**src/rtl/seg_xlate_pkg.sv**
```systemverilog
package seg_xlate_pkg;

  typedef enum logic [1:0] {
    FLT_NONE  = 2'd0,
    FLT_SEG   = 2'd1,
    FLT_BOUND = 2'd2,
    FLT_PROT  = 2'd3
  } fault_e;

  typedef enum logic [1:0] {
    ACC_READ  = 2'd0,
    ACC_WRITE = 2'd1,
    ACC_FETCH = 2'd2,
    ACC_RD2   = 2'd3
  } acc_e;

endpackage

```
**src/rtl/seg_table.sv**
```systemverilog
module seg_table #(
  parameter int SEG_N = 8,
  parameter int SEG_W = 3,
  parameter int OFF_W = 16,
  parameter int PA_W  = 20
) (
  input  logic             clk,
  input  logic             rst_n,
  input  logic             wr_en,
  input  logic [SEG_W-1:0] wr_idx,
  input  logic [PA_W-1:0]  wr_base,
  input  logic [OFF_W:0]   wr_size,
  input  logic             wr_present,
  input  logic             wr_writable,
  input  logic             wr_exec,
  input  logic             wr_super,
  input  logic [SEG_W-1:0] rd_idx,
  output logic [PA_W-1:0]  rd_base,
  output logic [OFF_W:0]   rd_size,
  output logic             rd_present,
  output logic             rd_writable,
  output logic             rd_exec,
  output logic             rd_super
);

  logic [PA_W-1:0] base_q [SEG_N];
  logic [OFF_W:0]  size_q [SEG_N];
  logic [SEG_N-1:0] pres_q, wrt_q, exe_q, sup_q;

  for (genvar g = 0; g < SEG_N; g++) begin : g_entry
    logic hit;
    assign hit = wr_en && (wr_idx == SEG_W'(g));
    always_ff @(posedge clk) begin
      if (!rst_n) begin
        pres_q[g] <= 1'b0;
        wrt_q[g]  <= 1'b0;
        exe_q[g]  <= 1'b0;
        sup_q[g]  <= 1'b0;
        base_q[g] <= '0;
        size_q[g] <= '0;
      end else if (hit) begin
        pres_q[g] <= wr_present;
        wrt_q[g]  <= wr_writable;
        exe_q[g]  <= wr_exec;
        sup_q[g]  <= wr_super;
        base_q[g] <= wr_base;
        size_q[g] <= wr_size;
      end
    end
  end

  always_comb begin
    rd_base     = '0;
    rd_size     = '0;
    rd_present  = 1'b0;
    rd_writable = 1'b0;
    rd_exec     = 1'b0;
    rd_super    = 1'b0;
    if (int'(rd_idx) < SEG_N) begin
      rd_base     = base_q[rd_idx];
      rd_size     = size_q[rd_idx];
      rd_present  = pres_q[rd_idx];
      rd_writable = wrt_q[rd_idx];
      rd_exec     = exe_q[rd_idx];
      rd_super    = sup_q[rd_idx];
    end
  end

endmodule

```
**src/rtl/seg_check.sv**
```systemverilog
module seg_check
  import seg_xlate_pkg::*;
#(
  parameter int OFF_W = 16,
  parameter int PA_W  = 20
) (
  input  logic [PA_W-1:0]  base,
  input  logic [OFF_W:0]   size,
  input  logic             present,
  input  logic             writable,
  input  logic             exec,
  input  logic             super_only,
  input  logic [OFF_W-1:0] off,
  input  logic [1:0]       kind,
  input  logic             user,
  output fault_e           fault,
  output logic [PA_W-1:0]  paddr
);

  logic in_range;
  logic prot_bad;
  logic [PA_W-1:0] off_ext;

  assign in_range = {1'b0, off} < size;
  assign off_ext  = PA_W'(off);

  always_comb begin
    prot_bad = user && super_only;
    unique case (kind)
      ACC_WRITE: prot_bad = prot_bad || !writable;
      ACC_FETCH: prot_bad = prot_bad || !exec;
      default:   ;
    endcase
  end

  always_comb begin
    paddr = '0;
    if (!present)       fault = FLT_SEG;
    else if (!in_range) fault = FLT_BOUND;
    else if (prot_bad)  fault = FLT_PROT;
    else begin
      fault = FLT_NONE;
      paddr = base + off_ext;
    end
  end

endmodule

```
**src/rtl/seg_xlate.sv**
```systemverilog
module seg_xlate
  import seg_xlate_pkg::*;
#(
  parameter int SEG_N = 8,
  parameter int OFF_W = 16,
  parameter int PA_W  = 20,
  localparam int SEG_W = (SEG_N > 1) ? $clog2(SEG_N) : 1
) (
  input  logic             clk,
  input  logic             rst_n,
  input  logic             ld_en,
  input  logic [SEG_W-1:0] ld_idx,
  input  logic [PA_W-1:0]  ld_base,
  input  logic [OFF_W:0]   ld_size,
  input  logic             ld_present,
  input  logic             ld_writable,
  input  logic             ld_exec,
  input  logic             ld_super,
  input  logic             req_valid,
  output logic             req_ready,
  input  logic [SEG_W-1:0] req_seg,
  input  logic [OFF_W-1:0] req_off,
  input  logic [1:0]       req_kind,
  input  logic             req_user,
  output logic             rsp_valid,
  input  logic             rsp_ready,
  output logic [PA_W-1:0]  rsp_paddr,
  output logic [1:0]       rsp_fault
);

  logic [PA_W-1:0] ent_base;
  logic [OFF_W:0]  ent_size;
  logic            ent_present, ent_writable, ent_exec, ent_super;
  fault_e          chk_fault;
  logic [PA_W-1:0] chk_paddr;
  logic            take;

  seg_table #(
    .SEG_N(SEG_N), .SEG_W(SEG_W), .OFF_W(OFF_W), .PA_W(PA_W)
  ) u_table (
    .clk(clk), .rst_n(rst_n),
    .wr_en(ld_en), .wr_idx(ld_idx), .wr_base(ld_base), .wr_size(ld_size),
    .wr_present(ld_present), .wr_writable(ld_writable),
    .wr_exec(ld_exec), .wr_super(ld_super),
    .rd_idx(req_seg), .rd_base(ent_base), .rd_size(ent_size),
    .rd_present(ent_present), .rd_writable(ent_writable),
    .rd_exec(ent_exec), .rd_super(ent_super)
  );

  seg_check #(.OFF_W(OFF_W), .PA_W(PA_W)) u_check (
    .base(ent_base), .size(ent_size), .present(ent_present),
    .writable(ent_writable), .exec(ent_exec), .super_only(ent_super),
    .off(req_off), .kind(req_kind), .user(req_user),
    .fault(chk_fault), .paddr(chk_paddr)
  );

  assign req_ready = !rsp_valid || rsp_ready;
  assign take      = req_valid && req_ready;

  always_ff @(posedge clk) begin
    if (!rst_n) begin
      rsp_valid <= 1'b0;
      rsp_paddr <= '0;
      rsp_fault <= FLT_NONE;
    end else begin
      if (take) begin
        rsp_valid <= 1'b1;
        rsp_paddr <= chk_paddr;
        rsp_fault <= chk_fault;
      end else if (rsp_ready) begin
        rsp_valid <= 1'b0;
      end
    end
  end

  // a stalled result stays put
  p_hold_r10: assert property (@(posedge clk) disable iff (!rst_n)
    rsp_valid && !rsp_ready |=> rsp_valid && $stable(rsp_paddr) && $stable(rsp_fault));

  // an accepted request yields a result next cycle
  p_accept_r9: assert property (@(posedge clk) disable iff (!rst_n)
    req_valid && req_ready |=> rsp_valid);

  // a non-resident entry reports a segment fault
  p_seg_first_r4: assert property (@(posedge clk) disable iff (!rst_n)
    req_valid && req_ready && !ent_present |=> rsp_fault == FLT_SEG);

  // faulting results carry no address
  p_fault_zero_r8: assert property (@(posedge clk) disable iff (!rst_n)
    rsp_valid && rsp_fault != FLT_NONE |-> rsp_paddr == '0);

  // an out-of-range resident request never reports success
  p_bound_r5: assert property (@(posedge clk) disable iff (!rst_n)
    req_valid && req_ready && ent_present && ({1'b0, req_off} >= ent_size)
    |=> rsp_fault == FLT_BOUND);

endmodule

```
**config.mk**
```make
export PLATFORM = sky130hd
export DESIGN_NAME = seg_xlate
export DESIGN_NICKNAME = d
export VERILOG_FILES = /design/src/rtl/seg_xlate_pkg.sv /design/src/rtl/seg_table.sv /design/src/rtl/seg_check.sv /design/src/rtl/seg_xlate.sv
export SDC_FILE = /design/constraint.sdc
export NUM_CORES = 1
export LEC_CHECK = 0
export ABC_AREA = 1
export BUFFER_PORTS_ARGS = -buffer_cell sky130_fd_sc_hd__buf_2
export CORE_MARGIN = 10
export CORE_UTILIZATION = 66
export DETAILED_ROUTE_END_ITERATION = 16
export PLACE_DENSITY_LB_ADDON = 0.1
export SETUP_SLACK_MARGIN = 0.2
export SLEW_MARGIN = 30
export SYNTH_ARGS = -nofsm -noshare
export SYNTH_HDL_FRONTEND = slang
export SYNTH_SLANG_ARGS = --single-unit
```
**constraint.sdc**
```tcl
create_clock -name clk -period 6.3 [get_ports clk]
set_clock_uncertainty 0.2 [all_clocks]
set_input_delay 1.26 -clock clk [delete_from_list [all_inputs] [get_ports clk]]
set_output_delay 1.26 -clock clk [all_outputs]
set_load 0.1 [all_outputs]
```
==> results of run 1 <==
==> layout make-up <==
class                   count  area [µm²]
well taps                 324         405
inverters                 138         523
flip-flops and latches    351        9990
multi-input cells        1146        5470
repair buffers            131         847
clock buffers              44         983
fillers                  1714        5930
clock inverters            20         176
==> cell families after synthesis <==
logic type | after synthesis | share of synthesized area
fa+ha+maj | 33 | 0.0258
compound gates | 320 | 0.109
flops | 351 | 0.613
xor+xnor | 12 | 0.00644
simple gates | 781 | 0.188
buf+inv | 239 | 0.0585
==> routing by layer <==
| metal | global-route usage | up-vias |
|---|---|---|
| li1 | - | 6003 |
| met1 | 0.406 | 6238 |
| met2 | 0.450 | 935 |
| met3 | 0.0755 | 104 |
| met4 | 0.108 | 0 |
| met5 | 0 | - |
==> synth_stat cells, drive strengths merged <==
| cell | count |
|---|---|
| a31oi | 17 |
| a21oi | 48 |
| and3 | 1 |
| nand2 | 194 |
| edfxtp | 296 |
| a21o | 2 |
| nand4 | 6 |
| clkbuf | 72 |
| a21boi | 1 |
| nand3 | 60 |
| dfxtp | 55 |
| nor2 | 515 |
| ha | 32 |
| buf | 29 |
| fa | 1 |
| o21bai | 1 |
| nor4 | 1 |
| xnor2 | 5 |
| xor2 | 7 |
| inv | 138 |
| o22ai | 65 |
| nand3b | 2 |
| nor3 | 2 |
| o221ai | 15 |
| o211ai | 1 |
| o21ai | 170 |
==> worst reg2reg max path: stages, from the launching register on <==
cell and delay, ns:
edfxtp_1 0.36, o21ai_0 0.18, o22ai_1 0.09, o21ai_0 0.51
ha_1 0.39, nand2_1 0.07, nand2_1 0.04, nand2_1 0.05
nand2_1 0.04, nand2_1 0.05, nand2_1 0.07, nand3_1 0.09
nand2_1 0.06, nor2_2 0.16, nand2_2 0.12, nor2_8 0.24
nand2_1 0.09, a21oi_1 0.15
==> layout by cell type, fill, tap and decap left out, types with 6 or more instances in the layout <==
master,n
a21oi_1,48
inv_1,134
o21ai_0,157
ha_1,32
nand2_1,191
o221ai_1,15
o22ai_1,65
dfxtp_1,55
nor2_1,512
nand3_1,58
a31oi_1,17
clkinv_1,6
clkinv_2,8
buf_4,31
xor2_1,7
o21ai_4,8
nand4_1,6
buf_2,93
clkbuf_16,38
edfxtp_1,296
==> power groups by stage <==
stage	Sequential (µW)	Clock (µW)	Combinational, µW
detailed placement	2740	0	694
global route	2710	2210	777
global placement	2740	0	679
floorplan	2790	0	413
finish	2700	2110	716
CTS	2700	2120	700
==> through the flow <==
step,hold WS (ns),total power (µW),util
floorplan,0.239,3200,-
global placement,0.249,3420,0.704
detailed placement,0.253,3440,0.707
CTS,0.263,5510,0.755
global route,0.287,5700,0.756
finish,0.265,5530,0.756
==> worst max-delay path by stage <==
stage	slack, ns	from	depth (start not counted)	endpoint
floorplan	2.17	req_seg[0]	21	rsp_paddr[5]$_SDFFE_PN0P_
global placement	1.59	req_seg[0]	16	rsp_paddr[16]$_SDFFE_PN0P_
detailed placement	1.49	req_seg[0]	17	rsp_paddr[0]$_SDFFE_PN0P_
CTS	2.02	req_seg[0]	18	rsp_paddr[0]$_SDFFE_PN0P_
global route	1.78	req_seg[1]	20	rsp_paddr[16]$_SDFFE_PN0P_
finish	1.98	req_seg[1]	20	rsp_paddr[16]$_SDFFE_PN0P_
==> sequential cells by signal, summed over array words and instances (netlist names) <==
register,flops
rsp_valid,1
rsp_paddr,20
u_table.exe_q,8
u_table.pres_q,8
u_table.sup_q,8
u_table.base_q,160
rsp_fault,2
u_table.size_q,136
u_table.wrt_q,8
==> run summary, run 1 <==
Sw Ratio = 0.260
net load switching power = 1440 µW
First-pass DRT Iterations = 6
buffers added on ports = 94
grt ovf = 0
Cells after DPL = 2088
cell area power density = 301 nW/µm²
Site Rows = 57
area share of the largest cell type after synthesis = 0.545
pins over their slew limit = 0
Final Hold Fails = 0
CTS Buffer Depth = 3
Clock Tree Root = clkbuf_16
Avg Vias per Cell = 6.17
Hold Crit Start = rsp_paddr[9]$_SDFFE_PN0P_
share of cells above drive strength 1 = 0.111
Routed Antenna Nets = 0
Crit path max-delay family = compound AO/OA/AOI/OAI gates
Startpoint Class = input port
outcome = completed
Mapped Area = 16300 µm²
Total GRT Usage = 0.296
Mapped Cells = 1736
CP endpoint kind = register
Post-Route WL = 46700 µm
synthesis-stage register bit count = 351
worst hold path class = reg -> reg
# DRC = 0
placed instance area = 17200 µm²
initial antenna violation count = 0
Clock power frac = 0.383
Final period util = 0.686
DP HPWL = 27800 µm
maxcap violations = 0
Worst R2R Setup Slack = 3.26 ns
Slew @ Worst Pin = 0.921 ns
Peak VDD IR = 0.000276 V
CP Max Fanout = 52
Post-Syn Area per Cell = 9.39 µm²
top area cells in the synthesized netlist = edfxtp_1 (55%), nor2_1 (12%), dfxtp_1 (6.8%)
largest area contributor in the netlist = edfxtp_1
hold endpoint = rsp_paddr[9]$_SDFFE_PN0P_
Worst R2R End = rsp_paddr[0]$_SDFFE_PN0P_
Finished Cell Area = 18400 µm²
Post-CTS Setup Inserts = 0
Placer Congestion = 0.949
clk slew on worst S/H paths = 0.06 ns
post-route insts no fill = 2154
worst r2r src = u_table.size_q[1][2]$_SDFFCE_PN0P_
fmax = 231 MHz
unrepaired setup endpoints after global routing = no
setup_tns = 0 ns
global-route wire length before repair = 72000 µm
largest net degree at the start of global routing = 165
sequential share of power = 0.488
Worst Path Required = 6.53 ns
Core ar. = 24300 µm²
CP peak stage delay = 0.44 ns
1st-iter DRT viols = 1873
Starting Density = 0.671
met3 routed WL = 6270 µm
CP cell instances = buf_2 -> inv_2 -> buf_12 -> o21ai_0 -> o22ai_1 -> nor2_1 -> a31oi_1 -> fa_1 -> nand3_1 -> nand2_1 -> nand2_1 -> nand2_1 -> inv_1 -> o21bai_1 -> nand2_1 -> nand2_1 -> nand2_1 -> nand2_1 -> nand2_1 -> a21oi_1
Crit path buffers/inverters = 4
Area Overhead vs Synth = 12.8%
Final #Nets = 1908
CP arrival = 4.55 ns
cts repair resizes = 0
Setup-failing EPs final = 0
CP Class = in -> reg
Inserted Clock Buffers = 36
met1 WL = 18100 µm
Internal = 4090 µW
Synth cell types = 36
Routed WL per cell = 21.7 µm
most common cell type on the critical path = nand2_1
slowest stage cell, crit path = a31oi_1
vias in the first global route = 13.0k
clock sink count = 351
WL met2 = 21000 µm
Die Y = 177 µm
Rel. slew slack = 0.384
power share of the combinational group = 0.129
hold-critical path depth = 2
number of H-tree levels = 2
Synth Warn # = 0
Net Count, Synth = 1840
R2R depth = 17
CTS tree = yes
crit path time final = 4.32 ns
sequential area share after synthesis = 0.613
Post-CTS Hold Buffers = 0
DIE AREA = 31400 µm²
post-route setup slack = 1.98 ns
P_leak = 0.00743 µW
Skew-Pair Late Insertion Delay = 0.52 ns
Top Layer Used = met4
Die Wd = 177 µm
pre-CTS setup slack = 1.49 ns
via count = 13.3k
Ant. Diodes = 0
I/O pins = 95
(Power assumes the default switching activity.)
==> inputs of run 2 (changes only) <==
--- a/config.mk
+++ b/config.mk
@@ -5,10 +5,10 @@
 export SDC_FILE = /design/constraint.sdc
 export NUM_CORES = 1
 export LEC_CHECK = 0
-export ABC_AREA = 1
+export ABC_AREA = 0
 export BUFFER_PORTS_ARGS = -buffer_cell sky130_fd_sc_hd__buf_2
 export CORE_MARGIN = 10
-export CORE_UTILIZATION = 66
+export CORE_UTILIZATION = 55
 export DETAILED_ROUTE_END_ITERATION = 16
 export PLACE_DENSITY_LB_ADDON = 0.1
 export SETUP_SLACK_MARGIN = 0.2
==> constraint.sdc (replaced) <==
create_clock -name clk -period 3.5 [get_ports clk]
set_clock_uncertainty 0.2 [all_clocks]
set_input_delay 0.7 -clock clk [delete_from_list [all_inputs] [get_ports clk]]
set_output_delay 0.7 -clock clk [all_outputs]
set_load 0.1 [all_outputs]
==> run summary, run 2 <==
outcome = completed
vias in the first global route = 10.7k (-17%)
top cells by count, synth = and2_1 (298), edfxtp_1 (296), mux4_2 (74)
Post-Route WL = 44300 µm (-5.1%)
Core ar. = 29600 µm² (+22%)
clock sink count = 351 (unchanged)
CP Class = in -> reg
maxcap violations = 0 (unchanged)
pins over their slew limit = 0 (unchanged)
Worst R2R End = rsp_paddr[16]$_SDFFE_PN0P_
Largest register FFs = 160 (unchanged)
post-route insts no fill = 1723 (-20%)
CP arrival = 3.55 ns (-1.00 ns)
Avg Vias per Cell = 6.00 (-2.7%)
Mapped Area = 16500 µm² (+0.94%)
P_leak = 0.00752 µW (+1.2%)
1st-iter DRT viols = 998 (-47%)
# DRC = 0 (unchanged)
commonest non-fill, non-tap cell in the layout = and2_1
Starting Density = 0.557 (-0.114)
share of cells above drive strength 1 = 0.313 (+0.202)
CTS tree = yes
largest registers = u_table.base_q x160, u_table.size_q x136, rsp_paddr x20
largest area contributor in the netlist = edfxtp_1
Die Y = 193 µm (+8.9%)
most frequent cells in the layout = and2_1 (298), edfxtp_1 (296), buf_4 (97)
Post-Syn Area per Cell = 14.7 µm² (+56%)
Core Util, Final = 0.668 (-0.0881)
via count = 10.3k (-22%)
Startpoint Class = input port
Routed WL per cell = 25.7 µm (+19%)
fmax = 302 MHz
grt ovf = 0 (unchanged)
Final period util = 0.946
CP Max Fanout = 6 (-88%)
area share of the largest cell type after synthesis = 0.540 (-0.00510)
clk slew on worst S/H paths = 0.06 ns (about the same)
Biggest register = u_table.base_q
Net Count, Synth = 1227 (-33%)
Worst Path Required = 3.74 ns (-2.79 ns)
sequential area share after synthesis = 0.607 (-0.00573)
worst hold path class = in -> reg
Skew-Pair Late Insertion Delay = 0.53 ns (about the same)
crit path time final = 3.31 ns
Synth cell types = 53 (+47%)
unrepaired setup endpoints after global routing = yes
Mapped Cells = 1123 (-35%)
setup_tns = 0 ns (unchanged)
pre-CTS setup slack = -0.510 ns (-2.00 ns)
Post-synth EDFFs = 296 (unchanged)
Setup-failing EPs final = 0 (unchanged)
Slew @ Worst Pin = 0.756 ns (-0.164 ns)
sequential share of power = 0.488 (about the same)
Worst R2R Setup Slack = 0.31 ns (-2.95 ns)
CP endpoint kind = register
Final Hold Fails = 0 (unchanged)
Hold Crit Start = req_valid
top area cells in the synthesized netlist = edfxtp_1 (54%), and2_1 (11%), mux4_2 (10%)
DIE AREA = 37300 µm² (+19%)
I/O pins = 95 (unchanged)
Die Wd = 193 µm (+8.9%)
cell area power density = 503 nW/µm² (+67%)
Peak VDD IR = 0.000300 V (+8.9%)
initial antenna violation count = 1 (+1)
most common cell in the synthesized netlist = and2_1
largest net degree at the start of global routing = 38 (-77%)
post-route setup slack = 0.190 ns (-1.79 ns)
R2R depth = 11 (-6)
worst r2r src = u_table.base_q[7][0]$_SDFFCE_PN0P_
Area Overhead vs Synth = 20.0%
number of H-tree levels = 2 (unchanged)
Site Rows = 63 (+11%)
ys async rst share = 0 (unchanged)
First-pass DRT Iterations = 5 (-1)
Routed Antenna Nets = 0 (unchanged)
synthesis-stage register bit count = 351 (unchanged)
Cells after DPL = 1647 (-21%)
Synth Warn # = 0 (unchanged)
Internal = 7510 µW (+84%)
Rel. slew slack = 0.496 (+0.112)
Clock Tree Root = clkbuf_16
hold endpoint = rsp_valid$_SDFFE_PN0P_
Inserted Clock Buffers = 37 (+2.8%)
Sw Ratio = 0.244 (-0.0164)
hold-critical path depth = 3 (+1)
CTS Buffer Depth = 3 (unchanged)
Clock power frac = 0.363 (-0.020)
buffers added on ports = 94 (unchanged)
Total GRT Usage = 0.241 (-0.0555)
Final #Nets = 1408 (-26%)
DP HPWL = 27800 µm (-0.23%)
Placer Congestion = 0.903 (-4.9%)
Overall Power = 9930 µW (+80%)
power share of the combinational group = 0.149 (+0.020)
most common flop cell mapped by yosys = edfxtp_1
global-route wire length before repair = 66600 µm (-7.4%)
net load switching power = 2420 µW (+68%)
-- run 2: layer usage --
| metal | part of all wire | global-route usage | up-vias |
|---|---|---|---|
| li1 | - | - | 4594 |
| met1 | 0.43 | 0.338 | 5274 |
| met2 | 0.48 | 0.389 | 420 |
| met3 | 0.082 | 0.0433 | 50 |
| met4 | 0.013 | 0.0488 | 2 |
| met5 | 0.00029 | 0 | - |
-- run 2: logic make-up after synthesis --
kind of cell | share of synthesized area
xor+xnor | 0.00692
mux | 0.141
buf+inv | 0.0225
flops | 0.607
simple gates | 0.139
compound gates | 0.0578
fa+ha+maj | 0.0255
-- run 2: power by group through the flow --
stage	clock [µW]	sequential, µW	combinational [µW]
after detailed placement	0	4930	1350
after floorplan	0	4920	793
final	3610	4840	1480
after global placement	0	4920	1330
after global routing	3820	4860	1580
after CTS	3650	4850	1390
-- run 2: worst max-delay path by stage --
stage	depth (start not counted)	to	startpoint
final	14	rsp_paddr[16]$_SDFFE_PN0P_	req_seg[0]
after global routing	13	rsp_paddr[19]$_SDFFE_PN0P_	req_seg[0]
after CTS	13	rsp_paddr[19]$_SDFFE_PN0P_	req_seg[0]
after detailed placement	13	rsp_paddr[19]$_SDFFE_PN0P_	req_seg[0]
after global placement	13	rsp_paddr[19]$_SDFFE_PN0P_	req_seg[0]
after floorplan	15	rsp_paddr[10]$_SDFFE_PN0P_	req_seg[0]
-- run 2: cell type report --
| cell class | count | area (µm²) |
|---|---|---|
| clock inverters | 14 | 78.8 |
| repair buffers | 211 | 1620 |
| flip-flops and latches | 351 | 9990 |
| fillers | 2081 | 9810 |
| multi-input cells | 685 | 6490 |
| inverters | 18 | 67.6 |
| well taps | 390 | 488 |
| diodes | 1 | 2.50 |
| clock buffers | 53 | 1020 |
-- run 2: what timing repair did --
item / CTS / global route
hold buffers: 0 / 0
hold endpoints to repair: 0 / 0
pin swaps: 12 / 22
resized for setup: 19 / 35
cloned: 1 / 0
setup buffers: 3 / 4
endpoints found under the setup margin: 10 / 21
-- run 2: critical path, cell delays in order --
cell       delay [ns]
buf_12           0.10
buf_12           0.14
buf_12           0.13
mux4_2           0.49
mux2_4           0.30
ha_4             0.16
buf_4            0.13
a2111oi_1        0.42
o21ai_2          0.13
nand4_1          0.20
a211oi_2         0.10
a221oi_2         0.31
nand3_1          0.11
a21oi_1          0.12
-- run 2: metrics by stage --
step                      instance area [µm²]  hold slack [ns]
final                                   19800            0.224
after global routing                    19800            0.233
after CTS                               19500            0.214
after detailed placement                18300            0.241
after global placement                  18300            0.242
after floorplan                         16700            0.241
